<file path="config.mk">
export PLATFORM = sky130hd
export DESIGN_NAME = async_xcvr
export DESIGN_NICKNAME = d
export VERILOG_FILES = /design/src/rtl/xcvr_pkg.sv /design/src/rtl/xcvr_baud.sv /design/src/rtl/xcvr_fifo.sv /design/src/rtl/xcvr_tx.sv /design/src/rtl/xcvr_rx.sv /design/src/rtl/async_xcvr.sv
export SDC_FILE = /design/constraint.sdc
export NUM_CORES = 1
export LEC_CHECK = 0
export BUFFER_PORTS_ARGS = -buffer_cell sky130_fd_sc_hd__buf_2
export CAP_MARGIN = 0
export CORE_MARGIN = 2
export CORE_UTILIZATION = 53
export CTS_BUF_LIST = sky130_fd_sc_hd__clkbuf_4 sky130_fd_sc_hd__clkbuf_8 sky130_fd_sc_hd__clkbuf_16
export DETAILED_ROUTE_END_ITERATION = 12
export GPL_TIMING_DRIVEN = 0
export PLACE_DENSITY = 0.76
export SYNTH_ARGS = -nofsm -noshare
export SYNTH_HDL_FRONTEND = slang
export SYNTH_SLANG_ARGS = --single-unit
</file>
<file path="constraint.sdc">
create_clock -name clk -period 2.65 [get_ports clk]
set_clock_uncertainty 0.05 [all_clocks]
set_input_delay 0 -clock clk [delete_from_list [all_inputs] [get_ports clk]]
set_output_delay 0 -clock clk [all_outputs]
set_load 0.05 [all_outputs]
</file>
<file path="src/rtl/xcvr_pkg.sv">
package xcvr_pkg;
  localparam int BYTE_W  = 8;
  localparam int FLAG_W  = 4;
  localparam int ENTRY_W = BYTE_W + FLAG_W;

  typedef enum logic [2:0] {TX_IDLE, TX_START, TX_DATA, TX_PAR, TX_STOP} tx_state_e;
  typedef enum logic [2:0] {RX_IDLE, RX_START, RX_DATA, RX_PAR, RX_STOP, RX_WAITHI} rx_state_e;

  typedef struct packed {
    logic              ovr;
    logic              brk;
    logic              perr;
    logic              ferr;
    logic [BYTE_W-1:0] data;
  } rx_entry_t;
endpackage

</file>
<file path="src/rtl/xcvr_baud.sv">
module xcvr_baud #(
  parameter int INT_W  = 16,
  parameter int FRAC_W = 6
) (
  input  logic              clk,
  input  logic              rst_n,
  input  logic [INT_W-1:0]  div_int,
  input  logic [FRAC_W-1:0] div_frac,
  output logic              tick
);
  logic [INT_W-1:0]  cnt_q, cnt_d, base;
  logic [FRAC_W-1:0] acc_q, acc_d;
  logic [FRAC_W:0]   sum;

  always_comb begin
    base  = (div_int == '0) ? INT_W'(1) : div_int;
    sum   = {1'b0, acc_q} + {1'b0, div_frac};
    tick  = (cnt_q == '0);
    cnt_d = cnt_q - INT_W'(1);
    acc_d = acc_q;
    if (tick) begin
      acc_d = sum[FRAC_W-1:0];
      cnt_d = base - INT_W'(1) + INT_W'(sum[FRAC_W]);
    end
  end

  always_ff @(posedge clk or negedge rst_n) begin
    if (!rst_n) begin
      cnt_q <= '0;
      acc_q <= '0;
    end else begin
      cnt_q <= cnt_d;
      acc_q <= acc_d;
    end
  end

  // Tick spacing is at least div_int clocks
  assert_tick_gap_R3: assert property (@(posedge clk) disable iff (!rst_n)
    (tick && div_int > INT_W'(1)) |=> !tick);
endmodule

</file>
<file path="src/rtl/xcvr_fifo.sv">
module xcvr_fifo #(
  parameter int W     = 8,
  parameter int DEPTH = 16,
  localparam int AW   = $clog2(DEPTH),
  localparam int CW   = AW + 1
) (
  input  logic          clk,
  input  logic          rst_n,
  input  logic          fifo_en,
  input  logic          push,
  input  logic [W-1:0]  wdata,
  input  logic          pop,
  output logic [W-1:0]  rdata,
  output logic [CW-1:0] count,
  output logic          full,
  output logic          empty
);
  logic [W-1:0]  mem [DEPTH];
  logic [AW-1:0] wp_q, wp_d, rp_q, rp_d;
  logic [CW-1:0] cnt_q, cnt_d, cap;
  logic          do_push, do_pop;

  always_comb begin
    cap     = fifo_en ? CW'(DEPTH) : CW'(1);
    full    = (cnt_q >= cap);
    empty   = (cnt_q == '0);
    do_push = push & ~full;
    do_pop  = pop & ~empty;
    wp_d    = wp_q + AW'(do_push);
    rp_d    = rp_q + AW'(do_pop);
    cnt_d   = cnt_q + CW'(do_push) - CW'(do_pop);
    rdata   = mem[rp_q];
    count   = cnt_q;
  end

  always_ff @(posedge clk or negedge rst_n) begin
    if (!rst_n) begin
      wp_q  <= '0;
      rp_q  <= '0;
      cnt_q <= '0;
    end else begin
      wp_q  <= wp_d;
      rp_q  <= rp_d;
      cnt_q <= cnt_d;
    end
  end

  always_ff @(posedge clk) begin
    if (do_push) mem[wp_q] <= wdata;
  end

  assert_no_overflow_R10: assert property (@(posedge clk) disable iff (!rst_n)
    cnt_q <= CW'(DEPTH));
  assert_full_push_ignored_R11: assert property (@(posedge clk) disable iff (!rst_n)
    (push && full && !pop) |=> $stable(cnt_q));
endmodule

</file>
<file path="src/rtl/xcvr_tx.sv">
module xcvr_tx
  import xcvr_pkg::*;
(
  input  logic              clk,
  input  logic              rst_n,
  input  logic              tick,
  input  logic              par_en,
  input  logic              par_odd,
  input  logic              stop2,
  input  logic              brk,
  input  logic              fifo_empty,
  input  logic [BYTE_W-1:0] fifo_data,
  output logic              pop,
  output logic              txd
);
  tx_state_e         st_q, st_d;
  logic [3:0]        sub_q, sub_d;
  logic [2:0]        bit_q, bit_d;
  logic [BYTE_W-1:0] sh_q, sh_d;
  logic              par_q, par_d, stp_q, stp_d, line, txd_q;

  always_comb begin
    st_d = st_q; sub_d = sub_q; bit_d = bit_q; sh_d = sh_q;
    par_d = par_q; stp_d = stp_q; pop = 1'b0;
    case (st_q)
      TX_START: line = 1'b0;
      TX_DATA:  line = sh_q[0];
      TX_PAR:   line = par_q;
      default:  line = 1'b1;
    endcase
    if (tick) begin
      if (st_q == TX_IDLE) begin
        if (!fifo_empty) begin
          pop   = 1'b1;
          st_d  = TX_START;
          sub_d = '0;
          sh_d  = fifo_data;
          par_d = (^fifo_data) ^ par_odd;
        end
      end else begin
        sub_d = sub_q + 4'd1;
        if (sub_q == 4'd15) begin
          case (st_q)
            TX_START: begin st_d = TX_DATA; bit_d = '0; end
            TX_DATA: begin
              sh_d  = sh_q >> 1;
              bit_d = bit_q + 3'd1;
              if (bit_q == 3'd7) begin
                st_d  = par_en ? TX_PAR : TX_STOP;
                stp_d = 1'b0;
              end
            end
            TX_PAR: begin st_d = TX_STOP; stp_d = 1'b0; end
            TX_STOP: begin
              if (stop2 && !stp_q) stp_d = 1'b1;
              else                 st_d  = TX_IDLE;
            end
            default: st_d = TX_IDLE;
          endcase
        end
      end
    end
  end

  always_ff @(posedge clk or negedge rst_n) begin
    if (!rst_n) begin
      st_q <= TX_IDLE; sub_q <= '0; bit_q <= '0; sh_q <= '0;
      par_q <= 1'b0; stp_q <= 1'b0; txd_q <= 1'b1;
    end else begin
      st_q <= st_d; sub_q <= sub_d; bit_q <= bit_d; sh_q <= sh_d;
      par_q <= par_d; stp_q <= stp_d; txd_q <= brk ? 1'b0 : line;
    end
  end

  assign txd = txd_q;

  assert_pop_starts_frame_R2: assert property (@(posedge clk) disable iff (!rst_n)
    pop |=> (st_q == TX_START));
  assert_break_low_R9: assert property (@(posedge clk) disable iff (!rst_n)
    brk |=> !txd);
endmodule

</file>
<file path="src/rtl/xcvr_rx.sv">
module xcvr_rx
  import xcvr_pkg::*;
(
  input  logic      clk,
  input  logic      rst_n,
  input  logic      tick,
  input  logic      rxd,
  input  logic      par_en,
  input  logic      par_odd,
  input  logic      fifo_full,
  output logic      wr,
  output rx_entry_t entry
);
  rx_state_e         st_q, st_d;
  logic [3:0]        sub_q, sub_d;
  logic [2:0]        bit_q, bit_d;
  logic [BYTE_W-1:0] sh_q, sh_d;
  logic              s1_q, s2_q, perr_q, perr_d, low_q, low_d, ovp_q, ovp_d;

  always_comb begin
    st_d = st_q; sub_d = sub_q; bit_d = bit_q; sh_d = sh_q;
    perr_d = perr_q; low_d = low_q; ovp_d = ovp_q;
    wr = 1'b0; entry = '0;
    case (st_q)
      RX_WAITHI: if (s2_q) st_d = RX_IDLE;
      RX_IDLE: if (tick && !s2_q) begin st_d = RX_START; sub_d = '0; end
      default: if (tick) begin
        sub_d = sub_q + 4'd1;
        case (st_q)
          RX_START: if (sub_q == 4'd7) begin
            if (s2_q) st_d = RX_IDLE;
            else begin
              st_d = RX_DATA; sub_d = '0; bit_d = '0; low_d = 1'b1; perr_d = 1'b0;
            end
          end
          RX_DATA: if (sub_q == 4'd15) begin
            sh_d  = {s2_q, sh_q[BYTE_W-1:1]};
            low_d = low_q & ~s2_q;
            bit_d = bit_q + 3'd1;
            if (bit_q == 3'd7) st_d = par_en ? RX_PAR : RX_STOP;
          end
          RX_PAR: if (sub_q == 4'd15) begin
            perr_d = s2_q ^ (^sh_q) ^ par_odd;
            low_d  = low_q & ~s2_q;
            st_d   = RX_STOP;
          end
          RX_STOP: if (sub_q == 4'd15) begin
            if (low_q && !s2_q) begin
              entry.brk = 1'b1; entry.ferr = 1'b1; st_d = RX_WAITHI;
            end else begin
              entry.data = sh_q; entry.perr = perr_q; entry.ferr = ~s2_q; st_d = RX_IDLE;
            end
            if (fifo_full) ovp_d = 1'b1;
            else begin
              wr = 1'b1; entry.ovr = ovp_q; ovp_d = 1'b0;
            end
          end
          default: st_d = RX_IDLE;
        endcase
      end
    endcase
  end

  always_ff @(posedge clk or negedge rst_n) begin
    if (!rst_n) begin
      s1_q <= 1'b1; s2_q <= 1'b1; st_q <= RX_IDLE; sub_q <= '0; bit_q <= '0;
      sh_q <= '0; perr_q <= 1'b0; low_q <= 1'b0; ovp_q <= 1'b0;
    end else begin
      s1_q <= rxd; s2_q <= s1_q; st_q <= st_d; sub_q <= sub_d; bit_q <= bit_d;
      sh_q <= sh_d; perr_q <= perr_d; low_q <= low_d; ovp_q <= ovp_d;
    end
  end

  assert_break_entry_R8: assert property (@(posedge clk) disable iff (!rst_n)
    (wr && entry.brk) |-> (entry.data == '0 && entry.ferr && !entry.perr));
  assert_false_start_R7: assert property (@(posedge clk) disable iff (!rst_n)
    (st_q == RX_START && tick && sub_q == 4'd7 && s2_q) |=> (st_q == RX_IDLE));
endmodule

</file>
<file path="src/rtl/async_xcvr.sv">
module async_xcvr
  import xcvr_pkg::*;
#(
  parameter int DEPTH  = 16,
  parameter int INT_W  = 16,
  parameter int FRAC_W = 6
) (
  input  logic               clk,
  input  logic               rst_n,
  input  logic [INT_W-1:0]   baud_int,
  input  logic [FRAC_W-1:0]  baud_frac,
  input  logic               fifo_en,
  input  logic               par_en,
  input  logic               par_odd,
  input  logic               stop2,
  input  logic               brk_send,
  input  logic [2:0]         trig_sel,
  input  logic               tx_push,
  input  logic [BYTE_W-1:0]  tx_data,
  output logic               tx_full,
  output logic               tx_empty,
  output logic               tx_irq,
  input  logic               rx_pop,
  output logic [ENTRY_W-1:0] rx_entry,
  output logic               rx_empty,
  output logic               rx_full,
  output logic               rx_irq,
  input  logic               rxd,
  output logic               txd
);
  localparam int CW = $clog2(DEPTH) + 1;

  logic [1:0]        rs_q;
  logic              rst_i, tick, tx_pop, rx_wr;
  logic [BYTE_W-1:0] tx_head;
  logic [CW-1:0]     tx_cnt, rx_cnt, lvl;
  rx_entry_t         rx_new;

  always_ff @(posedge clk or negedge rst_n) begin
    if (!rst_n) rs_q <= '0;
    else        rs_q <= {rs_q[0], 1'b1};
  end
  assign rst_i = rs_q[1];

  xcvr_baud #(.INT_W(INT_W), .FRAC_W(FRAC_W)) u_baud (
    .clk(clk), .rst_n(rst_i), .div_int(baud_int), .div_frac(baud_frac), .tick(tick));

  xcvr_fifo #(.W(BYTE_W), .DEPTH(DEPTH)) u_txq (
    .clk(clk), .rst_n(rst_i), .fifo_en(fifo_en), .push(tx_push), .wdata(tx_data),
    .pop(tx_pop), .rdata(tx_head), .count(tx_cnt), .full(tx_full), .empty(tx_empty));

  xcvr_tx u_tx (
    .clk(clk), .rst_n(rst_i), .tick(tick), .par_en(par_en), .par_odd(par_odd),
    .stop2(stop2), .brk(brk_send), .fifo_empty(tx_empty), .fifo_data(tx_head),
    .pop(tx_pop), .txd(txd));

  xcvr_rx u_rx (
    .clk(clk), .rst_n(rst_i), .tick(tick), .rxd(rxd), .par_en(par_en),
    .par_odd(par_odd), .fifo_full(rx_full), .wr(rx_wr), .entry(rx_new));

  xcvr_fifo #(.W(ENTRY_W), .DEPTH(DEPTH)) u_rxq (
    .clk(clk), .rst_n(rst_i), .fifo_en(fifo_en), .push(rx_wr), .wdata(rx_new),
    .pop(rx_pop), .rdata(rx_entry), .count(rx_cnt), .full(rx_full), .empty(rx_empty));

  always_comb begin
    case (trig_sel)
      3'd0:    lvl = CW'(DEPTH / 8);
      3'd1:    lvl = CW'(DEPTH / 4);
      3'd2:    lvl = CW'(DEPTH / 2);
      3'd3:    lvl = CW'(DEPTH * 3 / 4);
      default: lvl = CW'(DEPTH * 7 / 8);
    endcase
    tx_irq = fifo_en ? (tx_cnt <= lvl) : tx_empty;
    rx_irq = fifo_en ? (rx_cnt >= lvl) : ~rx_empty;
  end
endmodule

</file>
## Word level (Yosys, flattened, before mapping)

Memory sizes are Yosys's and may differ from the RTL's.
Index checks and enable logic that the tools add are counted.

- RAM bits: 320
- Flip-flop bits (word level): 94
- Word-level logic and storage cells: 212
- Memories kept: 2
- Output and inout bits: 19

- Muxes and demuxes: 77
- Add/subtract/negate cells: 16
- Bitwise logic cells: 16
- Order comparisons: 4
- Equality and inequality tests: 34
- Reduce and logical (&&, ||, !) cells: 38

Memory list:

| name | depth | bits a word | read ports | clocked after memory_dff | write ports | RTL line | text |
|---|---|---|---|---|---|---|---|
| u_rxq.mem | 16 | 12 | 1 | 0 | 1 | xcvr_fifo.sv:18 | `logic [W-1:0] mem [DEPTH];` |
| u_txq.mem | 16 | 8 | 1 | 0 | 1 | xcvr_fifo.sv:18 |  |

Operators by type and width:

| cell | count |
|---|---|
| $mux 3 | 18 |
| $mux 12 | 4 |
| $mux 8 | 5 |
| $logic_not 16->1 | 2 |
| $mux 16 | 2 |
| $sub 16x1->16 const B | 2 |
| $mux 1 | 28 |
| $mux 4 | 7 |
| $pmux 3 s4 | 2 |
| $reduce_and 6->1 | 4 |
| $eq 3x2->1 const B | 6 |
| $pmux 3 s2 | 3 |
| $add 16x1->16 | 1 |
| $add 4x1->4 | 4 |
| $ne 2x1->1 const B | 8 |
| $ne 4x1->1 const B | 4 |
| $pmux 4 s4 | 1 |
| $reduce_and 4->1 | 4 |
| $reduce_xor 8->1 | 2 |
| $eq 3x3->1 const B | 5 |
| $ge 5x5->1 | 3 |
| $reduce_bool 2->1 | 7 |
| $add 5x1->5 | 2 |
| $logic_not 5->1 | 2 |
| other kinds (29) | 59 |

## Longest topological paths before layout

- Depth in word-level cells: 10
- Depth in mapped cells: 16
- Gate-level depth less buffers: 15

## By module

Synthesis repeated with hierarchy kept, for this count alone.

- Cells, all modules: 1214
- Area, all modules: 18620.4 sq um

Modules (own cells, without submodules):

| module | seq. area each (sq um) | area an instance (sq um) | times used | cells each |
|---|---|---|---|---|
| xcvr_fifo (u_rxq) | 6090.8 | 8270.4 | 1 | 436 |
| xcvr_fifo (u_txq) | 4169.0 | 5884.4 | 1 | 322 |
| xcvr_baud | 550.5 | 1580.3 | 1 | 171 |
| xcvr_rx | 578.1 | 1447.6 | 1 | 139 |
| xcvr_tx | 526.8 | 1207.4 | 1 | 119 |
| async_xcvr | 50.0 | 230.2 | 1 | 27 |

## Least setup slack after synthesis

Ideal clock, no wire load.

- Path kind: reg-to-reg
- Start: register u_rxq.cnt_q[2] (netlist: u_rxq.count[2])
- End: register u_rxq.cnt_q[4] (netlist: u_rxq.count[4])
- Buffers on the path: 0
- Setup slack: -0.861 ns
- Arrival time: 3.338 ns
- Data required time: 2.477 ns
- Stages on the path, launching flop included: 16
- Path through: dfrtp_1 > inv_1 > ha_1 > nand2b_1 > nor3_1 > nor2b_1 > ha_1 > inv_1 > ha_1 > inv_1 > fa_1 > nor2_1 > nor2_1 > nor2_1 > nor2_1 > xnor2_1

- Elaborated cells on any way between the ends: 13

RTL lines:

| element | RTL line | text |
|---|---|---|
| from (decl) | xcvr_fifo.sv:20 | `logic [CW-1:0] cnt_q, cnt_d, cap;` |
| from (signal assigned) | xcvr_fifo.sv:44 | `cnt_q <= cnt_d;` |
| $logic_not 5->1 | xcvr_fifo.sv:26 | `empty = (cnt_q == '0);` |
| net rx_empty | async_xcvr.sv:25 | `output logic rx_empty,` |
| $not 1->1 | xcvr_fifo.sv:28 | `do_pop = pop & ~empty;` |
| $and 1x1->1 | xcvr_fifo.sv:28 |  |
| $sub 5x1->5 | xcvr_fifo.sv:31 | `cnt_d = cnt_q + CW'(do_push) - CW'(do_pop);` |
| net u_rxq.cnt_d[4] | xcvr_fifo.sv:20 |  |

The timed path passes the listed nets, and every way through them passes these cells.
A chain may end at the register's enable or synchronous reset.

## Final worst setup path

- Start: register u_baud.cnt_q[7]
- End: register u_txq.cnt_q[4] (netlist: u_txq.count[4])

- Cells in the longest elaborated chain, start to end: 4

Ends and longest elaborated chain:

| element | RTL line | text |
|---|---|---|
| from (decl) | xcvr_baud.sv:11 | `logic [INT_W-1:0] cnt_q, cnt_d, base;` |
| from (signal assigned) | xcvr_baud.sv:32 | `cnt_q <= cnt_d;` |
| $logic_not 16->1 | xcvr_baud.sv:18 | `tick = (cnt_q == '0);` |
| $mux 1 | xcvr_tx.sv:31 | `if (tick) begin` |
| $and 1x1->1 | xcvr_fifo.sv:28 |  |
| $sub 5x1->5 | xcvr_fifo.sv:31 |  |
| net u_txq.cnt_d[4] | xcvr_fifo.sv:20 |  |
| to (signal assigned) | xcvr_fifo.sv:44 |  |
| to (decl) | xcvr_fifo.sv:20 |  |

The timed path passes the listed nets, and every way through them passes these cells.

==> key figures <==
Timing
  – Slew Limit Headroom: 39.74%
  – Total count of max-transition violations in the final report: 0
  – Post-layout min period: 2929 ps
  – Minimum setup slack in the final design: -279.0 ps
  – Final count of negative-setup-slack endpoints: 96
  – Final period util: 110.5%
  – Transition time at the pin with the least slew margin: 899.0 ps
  – RSZ-0062 raised after global routing: yes
  – Peak Freq: 341.4 MHz
  – Final hold violations: 0
  – Accumulated negative setup slack: -4729 ps

Worst setup path
  – Critical Path Slowest Stage Cell: or4_4
  – Arrival time at the worst endpoint: 3340 ps
  – Terminus of the critical flop-to-flop path: u_txq.count[4]
  – Maximum single-stage delay on the critical path: 570 ps
  – Worst Path Class, Setup: register to register
  – Minimum setup slack among reg-to-reg paths: -280 ps
  – CP Data Required Time: 3060 ps
  – Critical path peak fanout: 3
  – CP cell instances: or4_4, nor3_4, nand2_2, buf_8, nor3_4, ha_4, inv_2, ha_4, fa_2, a21oi_2, nor2_1, nor2_1, xnor2_1
  – Nature of the critical path endpoint: register
  – Nature of the critical path startpoint: register
  – Worst-case reg-to-reg path depth: 13
  – FF-to-FF Start: u_baud.cnt_q[7]

Synth
  – Netlist Area Pre-Place: 18,010 sq um
  – Per-instance average area after synthesis: 16.47 sq um
  – Number of enable-type register cells in the synthesized netlist: 320
  – Area leader, netlist: edfxtp_1
  – Number of warnings reported in the yosys synthesis log: 0
  – Count leader, synth: edfxtp_1
  – Commonest cells in the netlist: edfxtp_1 (320), dfrtp_1 (91), mux4_2 (85), nor2_1 (68), ha_1 (50)
  – Sequential cell area fraction in the yosys report: 66.45%
  – Mapped Nets: 1,189
  – Dominant cells by area after synthesis: edfxtp_1 (53%), dfrtp_1 (13%), mux4_2 (11%), ha_1 (3.5%), xnor2_1 (2.0%)
  – Fraction of synthesized cell area taken by the top area cell type: 53.37%
  – Synth unique cells: 70
  – Number of storage elements in the synthesis netlist: 414
  – Instance count of the mapped netlist: 1,093
  – Share of async-settable or async-resettable flops after synthesis: 22.71%
  – Top_reg_cell synth: edfxtp_1

Power and ir drop
  – Maximum resistive drop on vdd: 0.6709 mV
  – PwrDens: 754.5 nW/um^2
  – Post-route total power: 16,930 uW
  – Static leakage: 0.008608 uW

Placement
  – GPL Wtd Cong: 0.8302
  – Count of input and output buffers: 61
  – HPWL after DPL: 23,710 microns
  – Placed instance count: 1,603
  – Placed cell area: 19,100 sq um

Floorplanning
  – Initial cell density of the core: 53.70%
  – Die footprint: 35,460 sq um
  – Die span in y: 188.3 microns
  – Core box area: 33,530 sq um
  – Die width: 188.3 microns
  – Cell row count: 67
  – # IOs: 62

Clock network
  – Deepest clock path buffer count: 3
  – Clock Latency Late Sink: 540 ps
  – Clock tree from TritonCTS: built
  – Clock buffers created by TritonCTS: 42
  – Post-CTS clock slew at the launch and capture registers of the worst setup and hold paths: 60 ps
  – Maximum level of the CTS H-tree: 2
  – Clock Sinks: 414
  – Root cell of the clock tree: clkbuf_16

Global route
  – Number of antenna violations at the first check in global routing: 0
  – Maximum number of pins on one net before global-route repair: 48
  – Wire length of the first global-routing pass: 64,760 microns
  – Overall Global Routing Usage: 24.16%
  – Remaining Overflow, GRT: 0
  – Vias in the first global route: 11,040

Drt
  – Post-route ant nets: 0
  – Total Routed Length: 43,080 microns
  – Avg WL per Cell: 24.03 microns
  – Via count: 10,730
  – Initial DRC Count: 920
  – Number of vias per cell: 5.984
  – Remaining routing DRC violations: 0
  – First-pass iteration count of the detailed router: 5

Hold path
  – Hold Crit Depth: 2
  – Class of the worst hold path: input port to register
  – Hold Crit Endpoint: u_rx.s1_q
  – Hold path startpoint: rxd

Cells and area
  – Final instance area: 22,440 sq um
  – Non-filler cells, final: 1,793
  – Nets: 1,407
  – Antenna diodes: 0
  – Final core utilization: 66.91%
  – Fraction of final layout cells sized beyond drive strength 1: 32.27%
  – Layout-stage area growth over the synthesis result: 24.61%

Status
  – Result of the run: finished with violations
  – Violations in the final reports: negative setup slack

Run
  – Max-cap violation count: 0
cell families (layout without fill, tap and decap cells):
kind of cell | Yosys count | after routing | synth area share [%]
flip-flops | 414 | 414 | 66.45
AND/OR/NAND/NOR | 236 | 236 | 6.532
multiplexers | 123 | 123 | 13.64
AO/OA/AOI/OAI | 115 | 115 | 4.162
buffers and inverters | 90 | 342 | 2.189
XOR/XNOR | 61 | 61 | 3.196
adder cells (fa/ha/maj) | 53 | 53 | 3.808
other | 1 | 1 | 0.02083
cell usage in the layout (no fill, tap or decap), types with 39 or more instances in the layout:
cell	instances
xnor2_1	39
ha_1	44
dfrtp_1	89
nand2_1	44
dlygate4sd3_1	39
buf_2	63
buf_4	39
edfxtp_1	320
clkbuf_16	43
nor2_1	43
mux4_2	88
flip-flops by register name, summed over array words and instances (netlist names), 4 cells and up:
| register | count |
|---|---|
| u_baud.acc_q | 6 |
| u_baud.cnt_q | 16 |
| u_rx.sh_q | 8 |
| u_rx.sub_q | 4 |
| u_rxq.count | 5 |
| u_rxq.mem | 192 |
| u_rxq.rp_q | 4 |
| u_rxq.wp_q | 4 |
| u_tx.sh_q | 8 |
| u_tx.sub_q | 4 |
| u_txq.count | 5 |
| u_txq.mem | 128 |
| u_txq.rp_q | 4 |
| u_txq.wp_q | 4 |
through the flow:
step                      setup WS [ps]  hold slack [ps]
final                            -279.0            91.62
after detailed placement         -943.5           -259.8
after global placement           -890.8           -265.2
after floorplan                  -216.0           -345.6
after global routing             -377.5            84.94
after CTS                        -381.9            60.57
worst max-delay path by stage:
stage / from / to / slack, ps / cells past startpoint
2_1_floorplan: u_baud.cnt_q[6] / u_rxq.mem[4][0] / -220 / 7
3_3_place_gp: u_rx.sub_q[0] / u_rxq.mem[4][3] / -890 / 6
3_5_place_dp: u_rx.sub_q[0] / u_rxq.mem[4][6] / -940 / 6
4_1_cts: u_baud.cnt_q[6] / u_txq.count[4] / -380 / 13
5_1_grt: u_baud.cnt_q[7] / u_txq.count[4] / -380 / 13
6_report: u_baud.cnt_q[7] / u_txq.count[4] / -280 / 13
where the power goes:
| part | internal (uW) | leakage (uW) | switching [uW] | total [uW] |
|---|---|---|---|---|
| Sequential | 7290 | 0.00445 | 292 | 7580 |
| Clock | 3540 | 0.000713 | 2490 | 6030 |
| Combinational | 1430 | 0.00344 | 1890 | 3320 |
| Total | 12300 | 0.00861 | 4680 | 16900 |
per-layer routing:
| layer | vias to the layer above | wire length (microns) | global-route usage [%] |
|---|---|---|---|
| li1 | 4671 | - | - |
| met1 | 5553 | 16170 | 30.16 |
| met2 | 414 | 22900 | 42.86 |
| met3 | 91 | 2601 | 4.172 |
| met4 | 0 | 1415 | 8.383 |
| met5 | - | 0 | 0 |
layout make-up:
cell class / count / area (sq um)
fill: 2158 / 11090
tap: 448 / 560.5
clock inverter: 20 / 197.7
clock buffer: 58 / 1220
multi-input combinational: 589 / 6259
sequential: 414 / 11970
buffer: 47 / 352.8
timing repair buffer: 177 / 1719
inverter: 40 / 158.9
worst max-delay path: cells and delay by family (launching register included):
family	cells	cell delay [ps]
adders and majority gates	3	690
xor gates and xnor gates	1	130
and+or+nand+nor	6	1270
DFF	1	390
AOI/OAI and AO/OA	1	150
buffers and inverters	2	170
timing repair:
action / in CTS / in global routing
endpoints found under the hold margin: 164 / 0
cloned: 1 / 0
hold buffers: 39 / 0
pin swaps: 40 / 40
setup buffers: 56 / 20
resized for setup: 129 / 58
setup endpoints to repair: 551 / 575
Note: power is estimated with default switching activity, not from simulation.
